--- config.mk ---
export PLATFORM = sky130hd
export DESIGN_NAME = irq_aggregator
export DESIGN_NICKNAME = d
export VERILOG_FILES = /design/src/rtl/irq_agg_pkg.sv /design/src/rtl/irq_sync_edge.sv /design/src/rtl/irq_status_group.sv /design/src/rtl/irq_aggregator.sv
export SDC_FILE = /design/constraint.sdc
export NUM_CORES = 1
export LEC_CHECK = 0
export BUFFER_PORTS_ARGS = -buffer_cell sky130_fd_sc_hd__buf_2
export CORE_UTILIZATION = 25
export DETAILED_ROUTE_END_ITERATION = 10
export GPL_ROUTABILITY_DRIVEN = 0
export PLACE_DENSITY_LB_ADDON = 0.1
export RECOVER_POWER = 50
export SLEW_MARGIN = 10
export SYNTH_ARGS = -nofsm -noshare
export SYNTH_HDL_FRONTEND = slang
export SYNTH_SLANG_ARGS = --single-unit
--- constraint.sdc ---
create_clock -name clk -period 6.7 [get_ports clk]
set_clock_uncertainty 0.15 [all_clocks]
set_input_delay 2.01 -clock clk [delete_from_list [all_inputs] [get_ports clk]]
set_output_delay 2.01 -clock clk [all_outputs]
set_load 0.02 [all_outputs]
--- src/rtl/irq_agg_pkg.sv ---
package irq_agg_pkg;

   typedef enum logic [1:0] {
      KIND_STATUS = 2'd0,
      KIND_MASK   = 2'd1,
      KIND_RISE   = 2'd2,
      KIND_FALL   = 2'd3
   } reg_kind_e;

   localparam int KIND_W = 2;

   function automatic int grp_index_width(input int groups);
      return (groups < 1) ? 1 : $clog2(groups + 1);
   endfunction

endpackage

--- src/rtl/irq_sync_edge.sv ---
module irq_sync_edge #(
   parameter int WIDTH       = 8,
   parameter int SYNC_STAGES = 2
) (
   input  logic             clk,
   input  logic             rst_n,
   input  logic [WIDTH-1:0] pin,
   input  logic             we_rise,
   input  logic             we_fall,
   input  logic [WIDTH-1:0] wdata,
   output logic [WIDTH-1:0] rise_en,
   output logic [WIDTH-1:0] fall_en,
   output logic [WIDTH-1:0] evt
);

   if (SYNC_STAGES < 2) begin : g_bad_stages
      $error("irq_sync_edge: SYNC_STAGES must be at least 2");
   end
   if (WIDTH < 1) begin : g_bad_width
      $error("irq_sync_edge: WIDTH must be positive");
   end

   logic [SYNC_STAGES-1:0][WIDTH-1:0] sync_q;
   logic [WIDTH-1:0]                  last_q;
   logic [WIDTH-1:0]                  level;

   always_ff @(posedge clk or negedge rst_n) begin
      if (!rst_n) begin
         sync_q[0] <= '0;
      end else begin
         sync_q[0] <= pin;
      end
   end

   for (genvar s = 1; s < SYNC_STAGES; s++) begin : g_stage
      always_ff @(posedge clk or negedge rst_n) begin
         if (!rst_n) begin
            sync_q[s] <= '0;
         end else begin
            sync_q[s] <= sync_q[s-1];
         end
      end
   end

   assign level = sync_q[SYNC_STAGES-1];

   always_ff @(posedge clk or negedge rst_n) begin
      if (!rst_n) begin
         last_q  <= '0;
         rise_en <= '1;
         fall_en <= '0;
      end else begin
         last_q <= level;
         if (we_rise) rise_en <= wdata;
         if (we_fall) fall_en <= wdata;
      end
   end

   assign evt = (level & ~last_q & rise_en) | (~level & last_q & fall_en);

endmodule

--- src/rtl/irq_status_group.sv ---
module irq_status_group #(
   parameter int WIDTH = 8
) (
   input  logic             clk,
   input  logic             rst_n,
   input  logic [WIDTH-1:0] evt,
   input  logic             clr_we,
   input  logic             mask_we,
   input  logic [WIDTH-1:0] wdata,
   output logic [WIDTH-1:0] status,
   output logic [WIDTH-1:0] mask,
   output logic             active
);

   logic [WIDTH-1:0] clr_bits;

   assign clr_bits = clr_we ? wdata : '0;

   always_ff @(posedge clk or negedge rst_n) begin
      if (!rst_n) begin
         status <= '0;
         mask   <= '0;
      end else begin
         status <= (status & ~clr_bits) | evt;
         if (mask_we) mask <= wdata;
      end
   end

   assign active = |(status & mask);

endmodule

--- src/rtl/irq_aggregator.sv ---
module irq_aggregator
   import irq_agg_pkg::*;
#(
   parameter int  NUM_GROUPS  = 3,
   parameter int  EDGE_GROUPS = 2,
   parameter int  GROUP_W     = 8,
   parameter int  SYNC_STAGES = 2,
   localparam int GIDX_W      = grp_index_width(NUM_GROUPS),
   localparam int ADDR_W      = GIDX_W + KIND_W,
   localparam int PIN_W       = EDGE_GROUPS * GROUP_W,
   localparam int EVT_W       = (NUM_GROUPS - EDGE_GROUPS) * GROUP_W
) (
   input  logic              clk,
   input  logic              rst_n,
   input  logic [PIN_W-1:0]  pin_in,
   input  logic [EVT_W-1:0]  scan_evt,
   input  logic              wr_en,
   input  logic [ADDR_W-1:0] addr,
   input  logic [GROUP_W-1:0] wdata,
   output logic [GROUP_W-1:0] rdata,
   output logic              irq_n
);

   localparam int TOTAL_W = NUM_GROUPS * GROUP_W;

   if (EDGE_GROUPS < 1 || EDGE_GROUPS >= NUM_GROUPS) begin : g_bad_split
      $error("irq_aggregator: need 1 <= EDGE_GROUPS < NUM_GROUPS");
   end
   if (NUM_GROUPS > GROUP_W) begin : g_bad_summary
      $error("irq_aggregator: summary must fit in GROUP_W bits");
   end

   reg_kind_e         kind;
   logic [GIDX_W-1:0] grp_sel;

   assign kind    = reg_kind_e'(addr[KIND_W-1:0]);
   assign grp_sel = addr[ADDR_W-1:KIND_W];

   logic [GROUP_W-1:0]    status_arr [NUM_GROUPS];
   logic [GROUP_W-1:0]    mask_arr   [NUM_GROUPS];
   logic [GROUP_W-1:0]    rise_arr   [NUM_GROUPS];
   logic [GROUP_W-1:0]    fall_arr   [NUM_GROUPS];
   logic [GROUP_W-1:0]    evt_arr    [NUM_GROUPS];
   logic [NUM_GROUPS-1:0] grp_active;

   logic [TOTAL_W-1:0] status_flat;
   logic [TOTAL_W-1:0] mask_flat;
   logic [TOTAL_W-1:0] evt_flat;

   for (genvar g = 0; g < NUM_GROUPS; g++) begin : g_grp
      logic sel;
      assign sel = wr_en && (grp_sel == GIDX_W'(g));

      if (g < EDGE_GROUPS) begin : g_pin
         irq_sync_edge #(
            .WIDTH       (GROUP_W),
            .SYNC_STAGES (SYNC_STAGES)
         ) u_edge (
            .clk     (clk),
            .rst_n   (rst_n),
            .pin     (pin_in[g*GROUP_W +: GROUP_W]),
            .we_rise (sel && (kind == KIND_RISE)),
            .we_fall (sel && (kind == KIND_FALL)),
            .wdata   (wdata),
            .rise_en (rise_arr[g]),
            .fall_en (fall_arr[g]),
            .evt     (evt_arr[g])
         );
      end else begin : g_scan
         assign rise_arr[g] = '0;
         assign fall_arr[g] = '0;
         assign evt_arr[g]  = scan_evt[(g-EDGE_GROUPS)*GROUP_W +: GROUP_W];
      end

      irq_status_group #(
         .WIDTH (GROUP_W)
      ) u_group (
         .clk     (clk),
         .rst_n   (rst_n),
         .evt     (evt_arr[g]),
         .clr_we  (sel && (kind == KIND_STATUS)),
         .mask_we (sel && (kind == KIND_MASK)),
         .wdata   (wdata),
         .status  (status_arr[g]),
         .mask    (mask_arr[g]),
         .active  (grp_active[g])
      );

      assign status_flat[g*GROUP_W +: GROUP_W] = status_arr[g];
      assign mask_flat[g*GROUP_W +: GROUP_W]   = mask_arr[g];
      assign evt_flat[g*GROUP_W +: GROUP_W]    = evt_arr[g];
   end

   always_comb begin
      rdata = '0;
      for (int g = 0; g < NUM_GROUPS; g++) begin
         if (grp_sel == GIDX_W'(g)) begin
            case (kind)
               KIND_STATUS: rdata = status_arr[g];
               KIND_MASK:   rdata = mask_arr[g];
               KIND_RISE:   rdata = rise_arr[g];
               KIND_FALL:   rdata = fall_arr[g];
               default:     rdata = '0;
            endcase
         end
      end
      if (grp_sel == GIDX_W'(NUM_GROUPS) && kind == KIND_STATUS) begin
         rdata = GROUP_W'(grp_active);
      end
   end

   assign irq_n = ~|grp_active;

endmodule

-- Yosys cells after proc, flatten, opt, wreduce, memory -nomap -nowiden
Index checks and enable logic that the tools add are counted.
- flip-flop bits (word level): 128
- bits in latches: 0
- bits in writable memories: 0
- bits in read-only memories: 0
- input bits: 39
- output and inout port bits: 9
- memories kept: 0
- add/sub/neg operators: 0
- multipliers: 0
- div/mod/pow operators: 0
- magnitude comparators: 0
- equality and inequality tests: 6
- shifts and indexed selects: 0
- muxes and demuxes: 10
- bitwise operators: 26
- reduce and logical (&&, ||, !) cells: 22
- operators with widths (operator ; number):
    $and A8 B8 Y8 ; 14
    $pmux W8 S4 ; 2
    $mux W8 ; 7
    $not A8 Y8 ; 7
    $or A8 B8 Y8 ; 5
    $pmux W8 S3 ; 1
    $reduce_or A24 Y1 ; 1
    $reduce_or A8 Y1 ; 3
    $logic_and A1 B1 Y1 ; 14
    $eq A2 B2 Y1 const B ; 4
    $eq A2 B1 Y1 const B ; 2
    $logic_not A2 Y1 ; 2
    $reduce_or A2 Y1 ; 1
    $logic_not A1 Y1 ; 1

-- Logic depth before layout (Yosys ltp)
Gate-level depths: netlist of the first run.
- depth after elaboration: 7
- gate-level depth with buffers: 6

-- Modules after synthesis
From an unflattened synthesis of the first run, not the netlist that was laid out.
- cells, all modules: 420
- area, all modules: 5630.4 µm²
- modules (own cells, without submodules) (module ; times used ; cells an instance ; area an instance (µm²) ; seq. area each (µm²)):
    irq_sync_edge ; 2 ; 82 ; 1403.8 ; 1011.0
    irq_status_group ; 3 ; 47 ; 663.1 ; 400.4
    irq_aggregator ; 1 ; 115 ; 833.3 ; 0.0

-- Worst setup path after synthesis of the first run
OpenSTA, ideal clock, no wires.
- path kind: input to output
- from: input addr[0]
- to: output rdata[1]
- arrival time: 3.248 ns
- required time: 4.540 ns
- slack: 1.292 ns
- stages: 6
- cells stage by stage: buf_2 -> buf_6 -> buf_2 -> mux4_2 -> a22oi_1 -> o21ai_0
- longest elaborated chain between the ends: 6
- ends and longest elaborated chain (item ; RTL line ; text):
    start, declared ; irq_aggregator.sv:18 ; input logic [ADDR_W-1:0] addr,
    $eq A2 B2 Y1, or another cell as far along ; irq_aggregator.sv:98 ; case (kind)
    $pmux W8 S4 ; irq_aggregator.sv:98 ;
    $mux W8 (3 in a row) ; irq_aggregator.sv:97 ; if (grp_sel == GIDX_W'(g)) begin
    $mux W8 (*) ; irq_aggregator.sv:107 ; if (grp_sel == GIDX_W'(NUM_GROUPS) && kind == KIND_STATUS) begin
    end, declared ; irq_aggregator.sv:20 ; output logic [GROUP_W-1:0] rdata,
Every way passes the cells marked *; elsewhere a longest branch is shown, timed or not.

-- Worst setup path after layout of the first run
- from: input addr[0]
- to: output rdata[6]
Same word-level chain as after synthesis.

==> results of run 1 <==
cells by family after synthesis:
group           count (synthesis)  share of synthesized area (%)
mux                            83                           19.9
simple gates                   86                           9.80
buf+inv                        17                           1.65
flops                         128                           59.8
compound gates                 71                           8.85
power by group through the flow:
stage	logic [mW]	clock network (mW)	registers, mW
2_1_floorplan	0.201	0	0.958
3_3_place_gp	0.274	0	0.992
3_5_place_dp	0.279	0	0.993
4_1_cts	0.281	0.974	0.980
5_1_grt	0.301	1.01	0.995
6_report	0.274	0.945	0.978
per-layer routing:
metal / up-vias / GRT usage (%) / share of wire, %
li1: 1526 / - / -
met1: 1770 / 18.1 / 48
met2: 58 / 20.5 / 47
met3: 13 / 4.01 / 3.4
met4: 0 / 4.03 / 1.3
met5: - / 0 / 0
layout by cell type (no fill, tap or decap), types with 3 or more instances in the layout:
master	instances
buf_2	46
o21ai_0	24
dfstp_2	16
mux4_2	13
clkbuf_16	17
nand4_1	3
nor2_2	3
clkinv_2	4
nor3_4	4
a221oi_1	3
clkinvlp_4	5
bufinv_16	3
a21o_1	24
mux2i_1	8
nor3_1	4
nand3b_1	17
dfrtp_1	112
mux2_2	62
a22oi_1	20
nor2b_1	3
nand2_1	40
sequential cells by signal, summed over array words and instances (netlist names):
signal                      flops
g_grp.g_pin.u_edge.sync_q      16
g_grp.u_group.mask             24
g_grp.u_group.status           24
g_grp.g_pin.u_edge.fall_en     16
g_grp.g_pin.u_edge.last_q      16
g_grp.g_pin.u_edge.rise_en     16
g_grp.g_pin.u_edge.level       16
area by class of cell:
cell class | count | area, um2 | area share (%)
clock inverter | 14 | 165 | 2.54
multi-input combinational | 240 | 2080 | 31.9
timing repair buffer | 49 | 250 | 3.85
tap | 275 | 344 | 5.30
clock buffer | 18 | 439 | 6.76
sequential | 128 | 3220 | 49.6
final timing paths:
path | from | to | slack (ns) | depth (start not counted)
worst max-delay path | addr[0] | rdata[6] | 0.73 | 5
worst min register to register | g_grp[0].g_pin.u_edge.sync_q[6] | g_grp[0].g_pin.u_edge.level[6] | 0.20 | 0
min in group asynchronous | rst_n | g_grp[1].g_pin.u_edge.last_q[4] | 2.12 | 1
max in group asynchronous | rst_n | g_grp[1].g_pin.u_edge.rise_en[6] | 2.73 | 2
worst min-delay path | g_grp[0].g_pin.u_edge.sync_q[6] | g_grp[0].g_pin.u_edge.level[6] | 0.20 | 0
worst max register to register | g_grp[1].g_pin.u_edge.rise_en[3] | g_grp[1].u_group.status[3] | 5.61 | 3
metrics by stage:
stage / util (%) / power, mW / cell area (um2) / std cells
after global placement: 28.0 / 1.27 / 5900 / 692
after floorplan: - / 1.16 / 5390 / 385
after CTS: 30.8 / 2.24 / 6500 / 724
after detailed placement: 28.0 / 1.27 / 5900 / 692
final: 30.8 / 2.20 / 6500 / 724
after global routing: 30.8 / 2.30 / 6500 / 724
Yosys cell counts:
master,number
nor4_4,1
nand4_1,3
dfstp_2,16
or2_2,1
a22oi_1,20
nand2_4,1
buf_2,6
a221oi_1,3
a21o_1,24
clkbuf_1,9
nand3_1,1
dfrtp_1,112
nand2_1,40
clkbuf_8,1
mux2_2,62
nor2_1,2
nand3b_1,17
nand2b_1,1
mux2i_1,8
nor2b_1,3
nor3_4,4
mux4_2,13
nor3_1,4
o21ai_0,24
nor2_4,2
or3b_4,1
buf_6,1
nor2_2,3
and3b_1,1
nand2b_2,1
worst max-delay path: cells and delay by family:
family                 cells  cell delay, ns
buffers and inverters      2            0.84
AOI/OAI and AO/OA          2            0.35
muxes                      1            0.60
==> impl_metrics.csv, run 1 <==
group,metric,value,unit
run_status,run_status,"finished, violations left",
run_status,violations,"capacitance limit, slew limit",
floorplan,core_region_area,21100,um2
route,dr.pass1.iters,4,
floorplan,die_x,149,um
cts,postCtsSetupBuffers,0,
critical_path,crit_type,"input port to primary output",
route,vias,3367,
placed_design,hpwl,9.20,mm
critical_path,cp_max_fo,30,
route,wl_per_cell,18.8,um
power,clkPwrFrac,43.0,%
cts,htree_levels,4,
cts,holdBufCountCts,0,
synthesis,synth_nets,424,
grt,grt_max_degree,90,
finish,final_net_count,475,
power,internal_power,1.64,mW
power,power_leakage,2.59,nW
cts,tritoncts,"built",
sta,relSlewSlack,-54.3,%
cts,cts_root_buffer,"clkbuf_16",
finish,n_antenna_cell,0,
critical_path,cpMostUsedCell,"buf_2",
power,max-vdd-ir-drop,0.131,mV
sta,setup_viol,0,
floorplan,die_h,149,um
finish,area_growth,20.6,%
route,via_per_inst,4.65,
route,ant_nets,0,
worst_hold_path,hp-class,"flip-flop to flip-flop",
synthesis,yosysTopAreaCell,"dfrtp_1",
synthesis,syn_avg_cell_area,14.0,um2
synthesis,synth_top_area_share,52.0,%
cts,clock-sinks,128,
sta,fin_crit_sh,89.2,%
synthesis,netlist_area,5390,um2
finish,nFillCells,2117,
power,seqPwrFrac,44.5,%
grt,grt_usage,13.4,%
cts,path_clk_slew,0.06,ns
synthesis,syn-instance-count,385,
power,switching_share,25.6,%
power,pwr_density_cell,338,nW/um2
synthesis,synth_cell_type_count,30,
power,p_comb_share,12.5,%
sta,fin_crit,5.97,ns
synthesis,yosysSeqAreaShare,59.8,%
synthesis,synth-seq-cells,128,
sta,max_freq,0.167,GHz
grt,grt_pass1_wl,21.4,mm
grt,overflow,0,
route,drcViolationCount,0,
sta,worst_slew_pin_slew,2.31,ns
critical_path,max_stage_delay,0.64,ns
sta,slew_violations,90,
synthesis,yosysWarnings,0,
route,drt_iter0_drc,155,
floorplan,pin_count,48,
cts,cts_buffers,17,
sta,fin_setup_tns,0,ns
sta,rsz0062_at_grt,"false",
power,p_sw,0.561,mW
placed_design,dp_slack,0.723,ns
grt,grt_pass1_vias,3557,
sta,holdWs,0.196,ns
floorplan,initial_utilization,25.5,%
route,wirelength,13.6,mm
floorplan,die_area,22100,um2
run,cap_violations,1,
critical_path,worstSetupEndpointType,"primary output",
sta,fin_ws,0.727,ns
critical_path,crit_path_cell_trace,"buf_2 > mux4_2 > a22oi_1 > o21ai_0 > buf_2",
floorplan,rows,53,
critical_path,critPathRequiredTime,4.54,ns
critical_path,slowest_stage,"buf_2",
cts,insertion_delay,0.41,ns
sta,hold_violations,0,
critical_path,cp-start-kind,"input port",
grt,antenna_found_initial,0,
synthesis,yosys-top-cells-area,"dfrtp_1 52%, mux2_2 13%, dfstp_2 7.8%",
cts,ctsResizeCount,0,
placed_design,io_buffers,47,
critical_path,crit_arrival,3.81,ns
cts,cts.path.max_buffers,2,
finish,drive_above_1_share,41.4,%
No activity file was read; power rests on OpenSTA's default activity.
==> run 2, diff against run 1 <==
CELL_PAD_IN_SITES_DETAIL_PLACEMENT = 1   (was default)
CELL_PAD_IN_SITES_GLOBAL_PLACEMENT = 2   (was default)
clock period = 6.37 ns   (was 6.7 ns; I/O delays follow)
==> impl_metrics.csv, run 2 (synthesized netlist as in run 1, its figures left out) <==
group,metric,value,unit
route,dr.pass1.iters,4,
grt,antenna_found_initial,0,
critical_path,max_stage_delay,0.61,ns
finish,final_net_count,475,
placed_design,io_buffers,47,
cts,tritoncts,"built",
cts,ctsResizeCount,0,
cts,holdBufCountCts,0,
grt,grt_pass1_wl,23.3,mm
floorplan,die_x,149,um
placed_design,dpl_cell_area,5900,um2
finish,fin_area,6510,um2
route,wirelength,14.5,mm
grt,grt_usage,14.6,%
cts,cts.path.max_buffers,2,
sta,rsz0062_at_grt,"false",
sta,max_freq,0.173,GHz
floorplan,core_region_area,21100,um2
run,cap_violations,1,
critical_path,cpMostUsedCell,"buf_2",
cts,cts_root_buffer,"clkbuf_16",
sta,setup_viol,0,
power,clkPwrFrac,43.6,%
cts,insertion_delay,0.41,ns
cts,clock-sinks,128,
finish,drive_above_1_share,41.0,%
power,switching_share,25.3,%
sta,relSlewSlack,-64.2,%
cts,postCtsSetupBuffers,0,
sta,fin_crit_sh,90.5,%
floorplan,die_h,149,um
grt,overflow,0,
worst_hold_path,hp-class,"flip-flop to flip-flop",
critical_path,crit_arrival,3.70,ns
critical_path,slowest_stage,"buf_2",
route,wl_per_cell,20.1,um
critical_path,crit_path_cell_trace,"buf_2 > mux4_2 > a22oi_1 > o21ai_0 > buf_2",
route,drcViolationCount,0,
finish,n_antenna_cell,0,
critical_path,worst-path-buf-inv,2,
sta,slew_violations,94,
power,seqPwrFrac,44.0,%
power,p_sw,0.594,mW
critical_path,critPathTopFamily,"buffers and inverters",
cts,path_clk_slew,0.05,ns
sta,worst_slew_pin_slew,2.46,ns
floorplan,initial_utilization,25.5,%
critical_path,worstSetupEndpointType,"primary output",
sta,fin_crit,5.76,ns
power,max-vdd-ir-drop,0.128,mV
power,total_power,2.35,mW
sta,fin_ws,0.605,ns
cts,htree_levels,4,
route,ant_nets,0,
critical_path,rrSetupSlack,5.26,ns
floorplan,die_area,22100,um2
run_status,violations,"capacitance limit, slew limit",
critical_path,cp_max_fo,28,
sta,holdWs,0.197,ns
route,drt_iter0_drc,111,
sta,fin_setup_tns,0,ns
finish,layout_common_cells,"112 x dfrtp_1, 62 x mux2_2, 46 x buf_2",
placed_design,dp_slack,0.566,ns
floorplan,rows,53,
critical_path,critPathRequiredTime,4.31,ns
power,internal_power,1.75,mW
route,vias,3319,
grt,grt_pass1_vias,3694,
finish,reg.largest.list,"g_grp.u_group.mask: 24 flops, g_grp.u_group.status: 24 flops",
critical_path,crit_type,"input port to primary output",
finish,area_growth,20.8,%
finish,mostFrequentLayoutCell,"dfrtp_1",
grt,grt_max_degree,94,
power,p_comb_share,12.4,%
power,power_leakage,2.60,nW
run_status,run_status,"finished, violations left",
critical_path,cp-start-kind,"input port",
sta,hold_violations,0,
cts,cts_buffers,17,
route,via_per_inst,4.58,
placed_design,hpwl,9.77,mm
power,pwr_density_cell,361,nW/um2
floorplan,pin_count,48,
==> run 2: changes by cell type in the layout (fill, tap and decap cells not counted), sizes merged <==
cell      change
clkbuf        +5
clkinvlp      -3
clkinv        -2
==> run 2: path summary, 6_finish.rpt <==
kind	from	to	cells after the start
max	addr[0]	rdata[6]	5
min	g_grp[0].g_pin.u_edge.sync_q[1]	g_grp[0].g_pin.u_edge.level[1]	0
max reg2reg	g_grp[1].g_pin.u_edge.rise_en[7]	g_grp[1].u_group.status[7]	3
min reg2reg	g_grp[0].g_pin.u_edge.sync_q[1]	g_grp[0].g_pin.u_edge.level[1]	0
max in group asynchronous	rst_n	g_grp[0].g_pin.u_edge.rise_en[0]	2
min in group asynchronous	rst_n	g_grp[0].g_pin.u_edge.level[1]	1
==> run 2: metrics by stage <==
stage,utilization (%),instances
after CTS,30.9,724
final,30.9,724
after detailed placement,28.0,692
after floorplan,-,385
after global placement,28.0,692
after global routing,30.9,724
==> run 2: layer usage <==
layer | share of wire [%] | GRT usage (%)
met1 | 48 | 19.7
met2 | 49 | 23.1
met4 | 0.78 | 4.13
met5 | 0 | 0
met3 | 2.2 | 3.67
==> run 2: area by class of cell <==
type	count	area (um2)
Clock buffer	23	488
Clock inverter	9	129
Fill cell	2271	14600
Multi-Input combinational cell	240	2080
Sequential cell	128	3220
Tap cell	275	344
Timing Repair Buffer	49	250
==> run 2: power groups by stage <==
| stage | registers (mW) | logic, mW | clock network, mW |
|---|---|---|---|
| after floorplan | 1.01 | 0.211 | 0 |
| after global placement | 1.05 | 0.291 | 0 |
| after detailed placement | 1.05 | 0.298 | 0 |
| after CTS | 1.04 | 0.299 | 1.05 |
| after global routing | 1.05 | 0.321 | 1.09 |
| final | 1.03 | 0.290 | 1.02 |
==> run 2: worst register-to-register path, stage by stage, from the launching register on <==
cell	delay [ns]
dfstp_2	0.55
nand2_1	0.05
o21ai_0	0.19
a21o_1	0.11
